<file path="config.mk">
export PLATFORM = sky130hd
export DESIGN_NAME = cond_status_unit
export DESIGN_NICKNAME = d
export VERILOG_FILES = /design/src/rtl/cond_status_unit.sv
export SDC_FILE = /design/constraint.sdc
export NUM_CORES = 1
export LEC_CHECK = 0
export ABC_AREA = 1
export BUFFER_PORTS_ARGS = -buffer_cell sky130_fd_sc_hd__buf_2
export CAP_MARGIN = 20
export CORE_MARGIN = 1.5
export CORE_UTILIZATION = 36
export DETAILED_ROUTE_END_ITERATION = 7
export PLACE_DENSITY_LB_ADDON = 0.3
export SLEW_MARGIN = 0
export SYNTH_ARGS = -nofsm -noshare
export SYNTH_HDL_FRONTEND = slang
export SYNTH_SLANG_ARGS = --single-unit
export TNS_END_PERCENT = 5
</file>
<file path="constraint.sdc">
create_clock -name clk -period 1.4 [get_ports clk]
set_clock_uncertainty 0.1 [all_clocks]
set_input_delay 0.21 -clock clk [delete_from_list [all_inputs] [get_ports clk]]
set_output_delay 0.21 -clock clk [all_outputs]
set_load 0.01 [all_outputs]
</file>
<file path="src/rtl/cond_status_unit.sv">
module cond_status_unit #(
  parameter int DATA_W = 16
) (
  input  logic              clk,
  input  logic              rst_n,
  input  logic              instr_valid,
  input  logic [1:0]        op_kind,
  input  logic [3:0]        cond,
  input  logic [1:0]        ml,
  input  logic [2:0]        stat_op,
  input  logic [DATA_W-1:0] reg_val,
  input  logic              alu_flag_we,
  input  logic [3:0]        alu_flags,
  input  logic              div_err_set,
  input  logic              irq_entry,
  output logic              exec_en,
  output logic              branch_taken,
  output logic [2:0]        cyc_count,
  output logic [DATA_W-1:0] stat_rdata,
  output logic              int_en,
  output logic              step_en
);
  localparam logic [1:0] K_PLAIN = 2'd0, K_PFX = 2'd1, K_JMP = 2'd2, K_STAT = 2'd3;
  localparam logic [2:0] S_GINT = 3'd0, S_SINT = 3'd1, S_GSS = 3'd2, S_SSS = 3'd3,
                         S_GDE = 3'd4, S_CDE = 3'd5;

  logic [3:0] flags_q;
  logic       pend_q, pend_pass_q, div_err_q;
  logic       cond_ok, is_pfx, skipped, stat_wr;

  always_comb begin
    logic z, n, c, v;
    {v, c, n, z} = flags_q;
    unique case (cond)
      4'd0:  cond_ok = 1'b1;
      4'd1:  cond_ok = z;
      4'd2:  cond_ok = !z;
      4'd3:  cond_ok = n ^ v;
      4'd4:  cond_ok = !(n ^ v);
      4'd5:  cond_ok = !c;
      4'd6:  cond_ok = c;
      4'd7:  cond_ok = n;
      4'd8:  cond_ok = !n;
      4'd9:  cond_ok = v;
      4'd10: cond_ok = !v;
      4'd11: cond_ok = !z && (n == v);
      4'd12: cond_ok = z || (n != v);
      4'd13: cond_ok = c && !z;
      4'd14: cond_ok = !c || z;
      default: cond_ok = 1'b0;
    endcase
  end

  assign is_pfx       = op_kind == K_PFX;
  assign skipped      = pend_q && !pend_pass_q && !is_pfx;
  assign exec_en      = instr_valid && !skipped;
  assign branch_taken = exec_en && op_kind == K_JMP && cond_ok;
  assign stat_wr      = exec_en && op_kind == K_STAT;

  always_comb begin
    if (!exec_en)                  cyc_count = 3'd0;
    else if (is_pfx)               cyc_count = cond_ok ? 3'd0 : 3'd2;
    else if (pend_q && pend_pass_q) cyc_count = 3'd3 + {1'b0, ml};
    else                           cyc_count = 3'd2 + {1'b0, ml};
  end

  always_comb begin
    stat_rdata = '0;
    if (stat_wr) begin
      unique case (stat_op)
        S_GINT:  stat_rdata[0] = int_en;
        S_GSS:   stat_rdata[0] = step_en;
        S_GDE:   stat_rdata[0] = div_err_q;
        default: stat_rdata = '0;
      endcase
    end
  end

  always_ff @(posedge clk) begin
    if (!rst_n) begin
      flags_q     <= '0;
      pend_q      <= 1'b0;
      pend_pass_q <= 1'b0;
      int_en      <= 1'b0;
      step_en     <= 1'b0;
      div_err_q   <= 1'b0;
    end else begin
      if (exec_en && alu_flag_we) flags_q <= alu_flags;
      if (irq_entry) pend_q <= 1'b0;
      else if (instr_valid) begin
        pend_q      <= is_pfx;
        pend_pass_q <= is_pfx && cond_ok;
      end
      if (stat_wr && stat_op == S_SINT) int_en  <= reg_val[0];
      if (stat_wr && stat_op == S_SSS)  step_en <= reg_val[0];
      div_err_q <= div_err_set || (div_err_q && !(stat_wr && stat_op == S_CDE));
    end
  end
endmodule

</file>
# == After elaboration in Yosys (flattened, before gate mapping) ==
# Cells that the tools add are included.
# W data, S select, Z words.
# word_totals
out_inout_bits,23
elab_cells,73
input_bits,37
regBits,9
# classes
muxes,7
bitwise,3
reduce_logical,31
addsub,2
n_eq_ne,24
# op_table
op,n
$eq A4 B4 Y1 const B,7
$eq A4 B3 Y1 const B,4
$logic_and A1 B1 Y1,15
$pmux W1 S15,1
$logic_not A1 Y1,9
$mux W3,3
$eq A4 B2 Y1 const B,2
$add A2 B2 Y3 const A,2
$eq A3 B2 Y1 const B,2
$eq A3 B3 Y1 const B,2
$eq A2 B2 Y1 const B,2
$eq A4 B1 Y1 const B,1
$logic_not A4 Y1,1
$eq A3 B1 Y1 const B,1
$logic_not A3 Y1,1
$logic_or A1 B1 Y1,3
$pmux W1 S3,1
$eq A2 B1 Y1 const B,1
$mux W2,1
$not A1 Y1,2
$reduce_and A2 Y1,1
$reduce_or A2 Y1,1
$eq A1 B1 Y1,1
$mux W1,1
other kinds (2),2

# == Longest topological paths before layout ==
# Gate-level depths: netlist (run 1).
# depth
word_depth,10
depth_mapped,12

# == Least setup slack after synthesis (run 1) ==
# Ideal clock, no wire load.
# synth_path
path_kind,register to output
startpoint,reg pend_q
endpoint,out stat_rdata[0]
t_arrival_ns,1.106
path_slack_ns,-0.016
path_stages_with_launch,6
cell_sequence,dfxtp_1 inv_1 nor2_1 a21oi_4 nand3_2 a2111oi_2
# synth_via
elab_chain_cells,6
# synth_rtl
item,line,text
start: declaration,28,"logic pend_q, pend_pass_q, div_err_q;"
start signal: assignment,91,pend_q <= is_pfx;
$logic_and A1 B1 Y1 (2 in series),55,assign skipped = pend_q && !pend_pass_q && !is_pfx;
$logic_not A1 Y1,56,assign exec_en = instr_valid && !skipped;
$logic_and A1 B1 Y1,56,
named net exec_en,16,"output logic exec_en,"
$logic_and A1 B1 Y1,58,assign stat_wr = exec_en && op_kind == K_STAT;
$mux W1,69,if (stat_wr) begin
end: declaration,19,"output logic [DATA_W-1:0] stat_rdata,"
# The timed path passes the listed nets, and every way through them passes these cells.

# == Final worst setup path (run 1) ==
# layout_path
startpoint,reg flags_q[3]
endpoint,out cyc_count[1]
# layout_via
elab_chain_cells,6
word_cells_on_any_way,11
classes_between,2 x eq/ne; 4 x mux; 1 x bitwise; 4 x reduce/logical
# layout_rtl
item,line,text
start: declaration,27,logic [3:0] flags_q;
start signal: assignment,88,if (exec_en && alu_flag_we) flags_q <= alu_flags;
$ne A1 B1 Y1 (tied with other cells),47,4'd12: cond_ok = z || (n != v);
$logic_or A1 B1 Y1 (tied with other cells),47,
$pmux W1 S15 (*),34,unique case (cond)
$mux W2 (*),62,else if (is_pfx) cyc_count = cond_ok ? 3'd0 : 3'd2;
$mux W3 (*),62,
$mux W3 (*),61,if (!exec_en) cyc_count = 3'd0;
end: declaration,18,"output logic [2:0] cyc_count,"
# Mark *: on every way between the ends. The rest lies on a longest branch, timed or not.

==> results.sh, run 1 <==
export IMPL_run_status="finished, violations left"
export IMPL_violations="setup timing"
export IMPL_cts_buffers=3
export IMPL_ys_warn_count=0
export IMPL_core_um2=2430
export IMPL_gp_congestion=0.829
export IMPL_holdBufCountCts=0
export IMPL_via_per_inst=4.49
export IMPL_clock_path_buffers=2
export IMPL_drc=0
export IMPL_synth_seq_cells=9
export IMPL_swShare=0.350
export IMPL_antenna_found_initial=0
export IMPL_critical_path_endpoint="cyc_count[1]"
export IMPL_pwr_share_clk=0.255
export IMPL_p_sw_mw=0.272
export IMPL_cap_violations=0
export IMPL_clkTransAtPathRegs_ns=0.06
export IMPL_postSynthAreaPerCell_um2=6.24
export IMPL_avgRoutedWirePerCell_um=9.37
export IMPL_routed_wirelength_mm=2.11
export IMPL_ys_seq_area_frac=0.196
export IMPL_grt_start_max_net_pins=9
export IMPL_startpoint="flags_q[3]"
export IMPL_area_delta_synth_final_pct=38.5
export IMPL_reg2reg_to="pend_pass_q"
export IMPL_dpl_worst_slack_ns=-0.191
export IMPL_r2r_start="flags_q[1]"
export IMPL_netlist_top_cells_area="dfxtp_1 (20%), nand2_1 (15%), buf_4 (13%)"
export IMPL_rows=18
export IMPL_ir_drop_mv=0.463
export IMPL_layout_cells_non_filler=225
export IMPL_cp_arrival_ns=1.47
export IMPL_overflow=0
export IMPL_setup_ws_ns=-0.377
export IMPL_clock_sinks=9
export IMPL_cts_root_buf="clkbuf_4"
export IMPL_drive_above_1_share=0.472
export IMPL_required_ns=1.09
export IMPL_synth_largest_area_cell="dfxtp_1"
export IMPL_clk_latency_ns=0.26
export IMPL_rsz0062_at_grt="yes"
export IMPL_htree_levels=1
export IMPL_synth_cell_type_count=24
export IMPL_synth_cells=147
export IMPL_final_antenna_net_count=0
export IMPL_endpoint_kind="output port"
export IMPL_min_period_over_period=1.27
export IMPL_hold_viol=0
export IMPL_cts_tree="built"
export IMPL_dr_pass1_iters=4
export IMPL_reg2reg_depth=12
export IMPL_port_buffers=29
export IMPL_period_minus_slack_ns=1.78
export IMPL_grt_pass1_wl_mm=3.08
export IMPL_p_per_area_nw_per_um2=611
export IMPL_via_count=1011
export IMPL_antenna_cells=0
export IMPL_first_iter_violations=13
export IMPL_hold_slack_ns=0.0287
export IMPL_synth_top_area_frac=0.196
export IMPL_drv_slew=0
export IMPL_critPathKind="flop to output port"
export IMPL_start_util=0.377
export IMPL_combinationalPowerShare=0.378
export IMPL_grt_pass1_vias=785
export IMPL_rrSetupSlack_ns=-0.17
export IMPL_die_area_um2=2860
export IMPL_start_kind="flop"
export IMPL_p_int_mw=0.505
export IMPL_dieHeight_um=53.5
export IMPL_nets=234
export IMPL_worstHoldPathType="primary input to flop"
export IMPL_critPathMaxFanout=4
export IMPL_die_w_um=53.5
export IMPL_ios=60
export IMPL_dp_hpwl_mm=1.62
export IMPL_finalSetupViolCount=7
export IMPL_power_leakage_nw=0.683
export IMPL_fmax_mhz=563
export IMPL_dp_cells=215
export IMPL_synth_top_cells_by_count="nand2_1 (37), inv_1 (19), buf_4 (16), nor2_1 (14), dfxtp_1 (9)"
export IMPL_synth_most_common_cell="nand2_1"
export IMPL_grt_usage=0.145
export IMPL_async_reset_ff_frac=0
export IMPL_synth_edf_count=0
export IMPL_syn_cell_area_um2=917
export IMPL_ys_flop_type="dfxtp_1"
export IMPL_p_seq_frac=0.367
## what timing repair did
action / 4_1_cts / 5_1_grt
resized for setup: 10 / 20
setup buffers: 3 / 3
setup endpoints to repair: 10 / 13
pin swaps: 7 / 5
## worst min-delay path by stage
stage	start	to	slack (ns)	cells past startpoint
6_report	irq_entry	pend_q	0.03	2
5_1_grt	irq_entry	pend_q	0.03	2
4_1_cts	irq_entry	pend_q	0.03	2
3_5_place_dp	irq_entry	pend_q	0.31	2
3_3_place_gp	irq_entry	pend_q	0.31	2
2_1_floorplan	irq_entry	pend_q	0.20	1
## registers in the layout (all words and copies together) (netlist names)
name / count
div_err_q: 1
pend_pass_q: 1
flags_q: 4
step_en: 1
int_en: 1
pend_q: 1
## power groups by stage
stage               Combinational [mW]  Clock [mW]  Sequential (mW)
finish                           0.294       0.198            0.285
floorplan                        0.186           0            0.284
global route                     0.327       0.222            0.287
CTS                              0.264       0.203            0.283
global placement                 0.245           0            0.286
detailed placement               0.251           0            0.286
## metrics by stage
stage / setup TNS [ns] / util / cell area (um2) / power (mW)
final: -1.46 / 0.522 / 1270 / 0.776
after detailed placement: -0.428 / 0.463 / 1130 / 0.537
after global routing: -2.14 / 0.522 / 1270 / 0.836
after floorplan: 0 / - / 982 / 0.470
after global placement: -0.296 / 0.463 / 1130 / 0.531
after CTS: -1.35 / 0.489 / 1190 / 0.750
## metal layers
metal | vias up | GRT usage | wire length, um
li1 | 528 | - | -
met1 | 447 | 0.177 | 874
met2 | 31 | 0.253 | 1120
met3 | 5 | 0.0169 | 87
met4 | 0 | 0.0641 | 27
met5 | - | 0 | 0
## layout make-up
cell class	count	area (um2)
fill	254	1160
multi-input combinational	115	656
timing repair buffer	46	280
sequential	9	189
inverter	21	81.3
tap	30	37.5
clock buffer	4	26.3
## logic make-up after synthesis
family                   share of synthesized area
adder cells (fa/ha/maj)                     0.0136
AO/OA/AOI/OAI                                0.143
XOR/XNOR                                   0.00955
AND/OR/NAND/NOR                              0.416
other                                      0.00409
flip-flops                                   0.196
buffers and inverters                        0.217
## layout by cell type, fill, tap and decap left out, types with 7 or more instances in the layout
cell type and n:
buf_2 29, nand2_1 27, inv_1 16, nand2_2 15, conb_1 15, buf_4 15, nor2_1 13, nand3_1 7
a21oi_1 7
## critical path: stages, from the launching register on
cell and delay, ns:
dfxtp_2 0.37, inv_2 0.07, nand2_2 0.07, nand2_2 0.06, nand2_2 0.06, nand3_2 0.06, nor2_2 0.11, nand3_2 0.10
nand2_2 0.08, nand2_2 0.05, nor2_2 0.06, buf_2 0.12
No activity file was read; power rests on OpenSTA's default activity.
==> run 2: changes to the inputs <==
--- a/config.mk
+++ b/config.mk
@@ -12,6 +12,7 @@
 export CORE_UTILIZATION = 36
 export DETAILED_ROUTE_END_ITERATION = 7
 export PLACE_DENSITY_LB_ADDON = 0.3
+export SETUP_SLACK_MARGIN = 0.15
 export SLEW_MARGIN = 0
 export SYNTH_ARGS = -nofsm -noshare
 export SYNTH_HDL_FRONTEND = slang
==> run 2 against run 1 <==
Against the previous run:
- the run still ends with setup timing left
- die area unchanged
- highest routed layer unchanged
- via count decreased by 4.7%
- flip-flop and latch count unchanged
- sequential share of layout area increased by 0.60 points
- largest cell class unchanged
- worst hold slack improved by 0.014 ns
- global-route usage up 0.40 points
- critical path depth grew 1
==> results.sh, run 2 (synthesized netlist as in run 1, its figures left out) <==
export IMPL_clock_sinks=9
export IMPL_endpoint_kind="output port"
export IMPL_power_leakage_nw=0.658
export IMPL_core_um2=2430
export IMPL_first_iter_violations=9
export IMPL_reg2reg_depth=12
export IMPL_dr_pass1_iters=4
export IMPL_grt_start_max_net_pins=9
export IMPL_fillers=266
export IMPL_critPathMaxFanout=4
export IMPL_gp_congestion=0.849
export IMPL_antenna_found_initial=0
export IMPL_final_common_cell="nand2_1"
export IMPL_swShare=0.339
export IMPL_hold_viol=0
export IMPL_final_antenna_net_count=0
export IMPL_regArea_um2=185
export IMPL_hp_start="irq_entry"
export IMPL_finalSetupViolCount=6
export IMPL_ios=60
export IMPL_hold_path_end="pend_q"
export IMPL_grt_pass1_vias=832
export IMPL_placed_area_um2=1130
export IMPL_avgRoutedWirePerCell_um=8.65
export IMPL_setup_ws_ns=-0.391
export IMPL_reg2reg_to="pend_pass_q"
export IMPL_cp_arrival_ns=1.48
export IMPL_die_area_um2=2860
export IMPL_p_seq_frac=0.381
export IMPL_run_status="finished, violations left"
export IMPL_drv_slew=0
export IMPL_rows=18
export IMPL_htree_levels=1
export IMPL_cap_violations=0
export IMPL_layout_common_cells="nand2_1 (37), buf_2 (28), inv_1 (16)"
export IMPL_multi_input_area_um2=623
export IMPL_ir_drop_mv=0.592
export IMPL_clk_latency_ns=0.25
export IMPL_clkTransAtPathRegs_ns=0.06
export IMPL_grt_pass1_wl_mm=3.19
export IMPL_critPathKind="flop to output port"
export IMPL_pwr_share_clk=0.259
export IMPL_nets=229
export IMPL_p_int_mw=0.491
export IMPL_p_per_area_nw_per_um2=621
export IMPL_start_util=0.377
export IMPL_overflow=0
export IMPL_fmax_mhz=558
export IMPL_dieHeight_um=53.5
export IMPL_cts_tree="built"
export IMPL_die_w_um=53.5
export IMPL_start_kind="flop"
export IMPL_min_period_over_period=1.28
export IMPL_rsz0062_at_grt="yes"
export IMPL_p_sw_mw=0.252
export IMPL_antenna_cells=0
export IMPL_cts_root_buf="clkbuf_4"
export IMPL_period_minus_slack_ns=1.79
export IMPL_fin_setup_tns_ns=-1.32
export IMPL_via_count=963
export IMPL_largest_register="flags_q"
export IMPL_port_buffers=29
export IMPL_required_ns=1.09
export IMPL_clock_path_buffers=2
export IMPL_worstHoldPathType="primary input to flop"
export IMPL_grt_usage=0.149
export IMPL_post_route_cell_area_um2=1200
export IMPL_dp_hpwl_mm=1.60
export IMPL_combinationalPowerShare=0.360
export IMPL_cts_buffers=3
export IMPL_drc=0
export IMPL_routed_wirelength_mm=1.90
export IMPL_violations="setup timing"
export IMPL_rrSetupSlack_ns=-0.07
export IMPL_via_per_inst=4.38
export IMPL_drive_above_1_share=0.395
export IMPL_area_delta_synth_final_pct=30.4
export IMPL_whs_path_depth=2
export IMPL_r2r_start="flags_q[1]"
export IMPL_largest_register_ff_count=4
==> run 2: worst max path at each step <==
stage                     startpoint  depth (start not counted)             to  slack, ns
final                     flags_q[3]                         12   cyc_count[1]      -0.39
after global routing      flags_q[1]                         12   cyc_count[1]      -0.54
after CTS                 flags_q[1]                         12   cyc_count[1]      -0.41
after detailed placement     cond[3]                         13   cyc_count[1]      -0.20
after global placement       cond[1]                         12   cyc_count[1]      -0.18
after floorplan               pend_q                          5  stat_rdata[0]       0.04
==> run 2: cell type report <==
| type | count | area share |
|---|---|---|
| Timing Repair Buffer | 41 | 0.205 |
| Inverter | 21 | 0.0659 |
| Clock buffer | 4 | 0.0220 |
| Tap cell | 30 | 0.0314 |
| Multi-Input combinational cell | 115 | 0.521 |
| Sequential cell | 9 | 0.155 |
==> run 2: critical path: stages (launching register included) <==
cell,delay [ns]
dfxtp_2,0.34
inv_2,0.07
nand2_1,0.05
nand2_1,0.09
nand2_1,0.07
nand2_1,0.07
nor2_2,0.04
nor2_2,0.08
nand3_2,0.09
nand2_2,0.08
nand2_2,0.06
nor2_4,0.08
buf_6,0.11
==> run 2: power by group through the flow <==
stage | sequential [mW] | clock, mW | combinational, mW
6_report | 0.283 | 0.192 | 0.268
5_1_grt | 0.285 | 0.222 | 0.303
4_1_cts | 0.283 | 0.201 | 0.269
3_5_place_dp | 0.287 | 0 | 0.253
3_3_place_gp | 0.287 | 0 | 0.246
2_1_floorplan | 0.285 | 0 | 0.189
==> run 2: routing by layer <==
layer | GRT usage | part of all wire
met1 | 0.166 | 0.40
met2 | 0.282 | 0.53
met3 | 0.0226 | 0.058
met4 | 0.0513 | 0.0089
met5 | 0 | 0
==> run 2: what timing repair did <==
| item | CTS | global route |
|---|---|---|
| pin swaps | 2 | 1 |
| endpoints found under the setup margin | 14 | 14 |
| buffers inserted | 2 | 0 |
| hold buffers | 0 | 0 |
| resized for setup | 11 | 0 |
==> run 2: per-stage QoR <==
stage | setup slack, ns | power (mW) | cells | util | hold slack (ns)
CTS | -0.405 | 0.753 | 220 | 0.492 | 0.0394
floorplan | 0.0428 | 0.474 | 161 | - | 0.200
global route | -0.545 | 0.810 | 220 | 0.492 | 0.0350
detailed placement | -0.201 | 0.540 | 214 | 0.463 | 0.316
finish | -0.391 | 0.743 | 220 | 0.492 | 0.0427
global placement | -0.177 | 0.533 | 214 | 0.463 | 0.307
==> run 3: changes to the inputs <==
--- a/config.mk
+++ b/config.mk
@@ -9,7 +9,7 @@
 export BUFFER_PORTS_ARGS = -buffer_cell sky130_fd_sc_hd__buf_2
 export CAP_MARGIN = 20
 export CORE_MARGIN = 1.5
-export CORE_UTILIZATION = 36
+export CORE_UTILIZATION = 42
 export DETAILED_ROUTE_END_ITERATION = 7
 export PLACE_DENSITY_LB_ADDON = 0.3
 export SETUP_SLACK_MARGIN = 0.15
==> run 3 against run 2 <==
Against the previous run:
- the flow still finishes with violations (setup timing)
- sequential share of layout area fell by 0.49 points
- register-to-register slack worse by 0.10 ns
- critical endpoint unchanged
- largest power group is now combinational cells
- cell count rose by 0.45%
- combinational power increased by 7%
- final area up 3.2%
- highest routed layer unchanged
- wire length increased by 9.8%
- critical path depth stayed put
==> results.sh, run 3 (synthesized netlist as in run 1, its figures left out) <==
export IMPL_drc=0
export IMPL_critPathMaxFanout=4
export IMPL_htree_levels=1
export IMPL_clk_latency_ns=0.26
export IMPL_finalSetupViolCount=7
export IMPL_path_common_cell="nand2_1"
export IMPL_antenna_cells=0
export IMPL_dr_pass1_iters=4
export IMPL_final_util=0.617
export IMPL_ios=60
export IMPL_period_minus_slack_ns=1.80
export IMPL_start_kind="flop"
export IMPL_layout_cells_non_filler=221
export IMPL_clock_path_buffers=2
export IMPL_via_per_inst=4.49
export IMPL_cap_violations=0
export IMPL_setup_ws_ns=-0.396
export IMPL_gp_congestion=0.855
export IMPL_rows=16
export IMPL_grt_start_max_net_pins=9
export IMPL_final_antenna_net_count=0
export IMPL_critPathKind="flop to output port"
export IMPL_endpoint_kind="output port"
export IMPL_routed_wirelength_mm=2.09
export IMPL_nets=233
export IMPL_drv_slew=0
export IMPL_worstHoldPathType="primary input to flop"
export IMPL_dpl_worst_slack_ns=-0.187
export IMPL_ir_drop_mv=0.546
export IMPL_avgRoutedWirePerCell_um=9.46
export IMPL_port_buffers=29
export IMPL_min_period_over_period=1.28
export IMPL_antenna_found_initial=0
export IMPL_start_util=0.458
export IMPL_clkTransAtPathRegs_ns=0.06
export IMPL_dieHeight_um=49.7
export IMPL_largest_register="flags_q"
export IMPL_cts_buffers=3
export IMPL_first_iter_violations=18
export IMPL_dp_hpwl_mm=1.64
export IMPL_cts_tree="built"
export IMPL_grt_usage=0.176
export IMPL_hold_viol=0
export IMPL_largest_register_ff_count=4
export IMPL_clock_sinks=9
export IMPL_run_status="finished, violations left"
export IMPL_p_per_area_nw_per_um2=625
export IMPL_power_leakage_nw=0.677
export IMPL_dp_cells=211
export IMPL_fmax_mhz=557
export IMPL_drive_above_1_share=0.418
export IMPL_worst_path_max_delay_cell="dfxtp_2"
export IMPL_area_delta_synth_final_pct=34.7
export IMPL_core_um2=2000
export IMPL_die_area_um2=2470
export IMPL_die_w_um=49.7
export IMPL_grt_pass1_vias=889
export IMPL_violations="setup timing"
export IMPL_cts_root_buf="clkbuf_4"
export IMPL_final_common_cell="nand2_1"
export IMPL_path_cells="inv_2 > nand2_1 > nand2_1 > nand2_1 > nand2_1 > nor2_2 > nor2_2 > nand3_2 > nand2_2 > nand2_2 > nor2_4 > buf_6"
export IMPL_layout_common_cells="nand2_1 (37), buf_2 (28), inv_1 (16)"
export IMPL_via_count=992
export IMPL_rsz0062_at_grt="yes"
export IMPL_cpPeakStageDelay_ns=0.34
export IMPL_overflow=0
export IMPL_grt_pass1_wl_mm=3.42
export IMPL_required_ns=1.09
export IMPL_cp_arrival_ns=1.49
-- run 3: cell types whose count changed in the layout (fill, tap and decap cells not counted), sizes merged --
| cell | delta |
|---|---|
| buf | +4 |
-- run 3: area by class of cell --
type	instances	area, um2
clock buffer	4	26.3
sequential	9	185
timing repair buffer	45	279
fill	203	767
multi-input combinational	115	632
inverter	21	78.8
tap	27	33.8
-- run 3: routing by layer --
| metal | track usage | up-vias | wire length [um] |
|---|---|---|---|
| met5 | 0 | - | 0 |
| met4 | 0.0926 | 0 | 39 |
| met3 | 0.0242 | 4 | 98 |
| met2 | 0.320 | 32 | 1110 |
| met1 | 0.196 | 432 | 841 |
| li1 | - | 524 | - |
-- run 3: what timing repair did --
| action | in CTS | in global routing |
|---|---|---|
| pin swaps | 4 | 7 |
| hold buffers | 0 | 0 |
| endpoints found under the setup margin | 14 | 14 |
| buffers inserted | 3 | 3 |
| resized for setup | 10 | 5 |
-- run 3: path summary, 6_finish.rpt --
path                   start            to  slack, ns  cells past startpoint
setup / recovery  flags_q[1]  cyc_count[1]      -0.40                     12
setup reg to reg  flags_q[1]   pend_pass_q      -0.17                     12
hold / removal     irq_entry        pend_q       0.03                      2
hold reg to reg       pend_q        pend_q       0.40                      2
-- run 3: per-stage QoR --
step / area (um2) / TNS, ns / power (mW) / hold WS, ns
floorplan: 988 / 0 / 0.474 / 0.200
global placement: 1120 / -0.303 / 0.533 / 0.305
detailed placement: 1120 / -0.431 / 0.540 / 0.316
CTS: 1200 / -1.41 / 0.760 / 0.0293
global route: 1230 / -2.32 / 0.827 / 0.0400
finish: 1230 / -1.56 / 0.771 / 0.0323
-- run 3: where the power goes --
part | switching (mW) | internal, mW
logic | 0.165 | 0.122
registers | 0.0116 | 0.272
clock network | 0.0911 | 0.110
-- run 3: critical path, delay by kind of cell (launching register included) --
kind                   cells  cell delay [ns]
AND/OR/NAND/NOR           10             0.70
flip-flops                 1             0.34
buffers and inverters      2             0.18
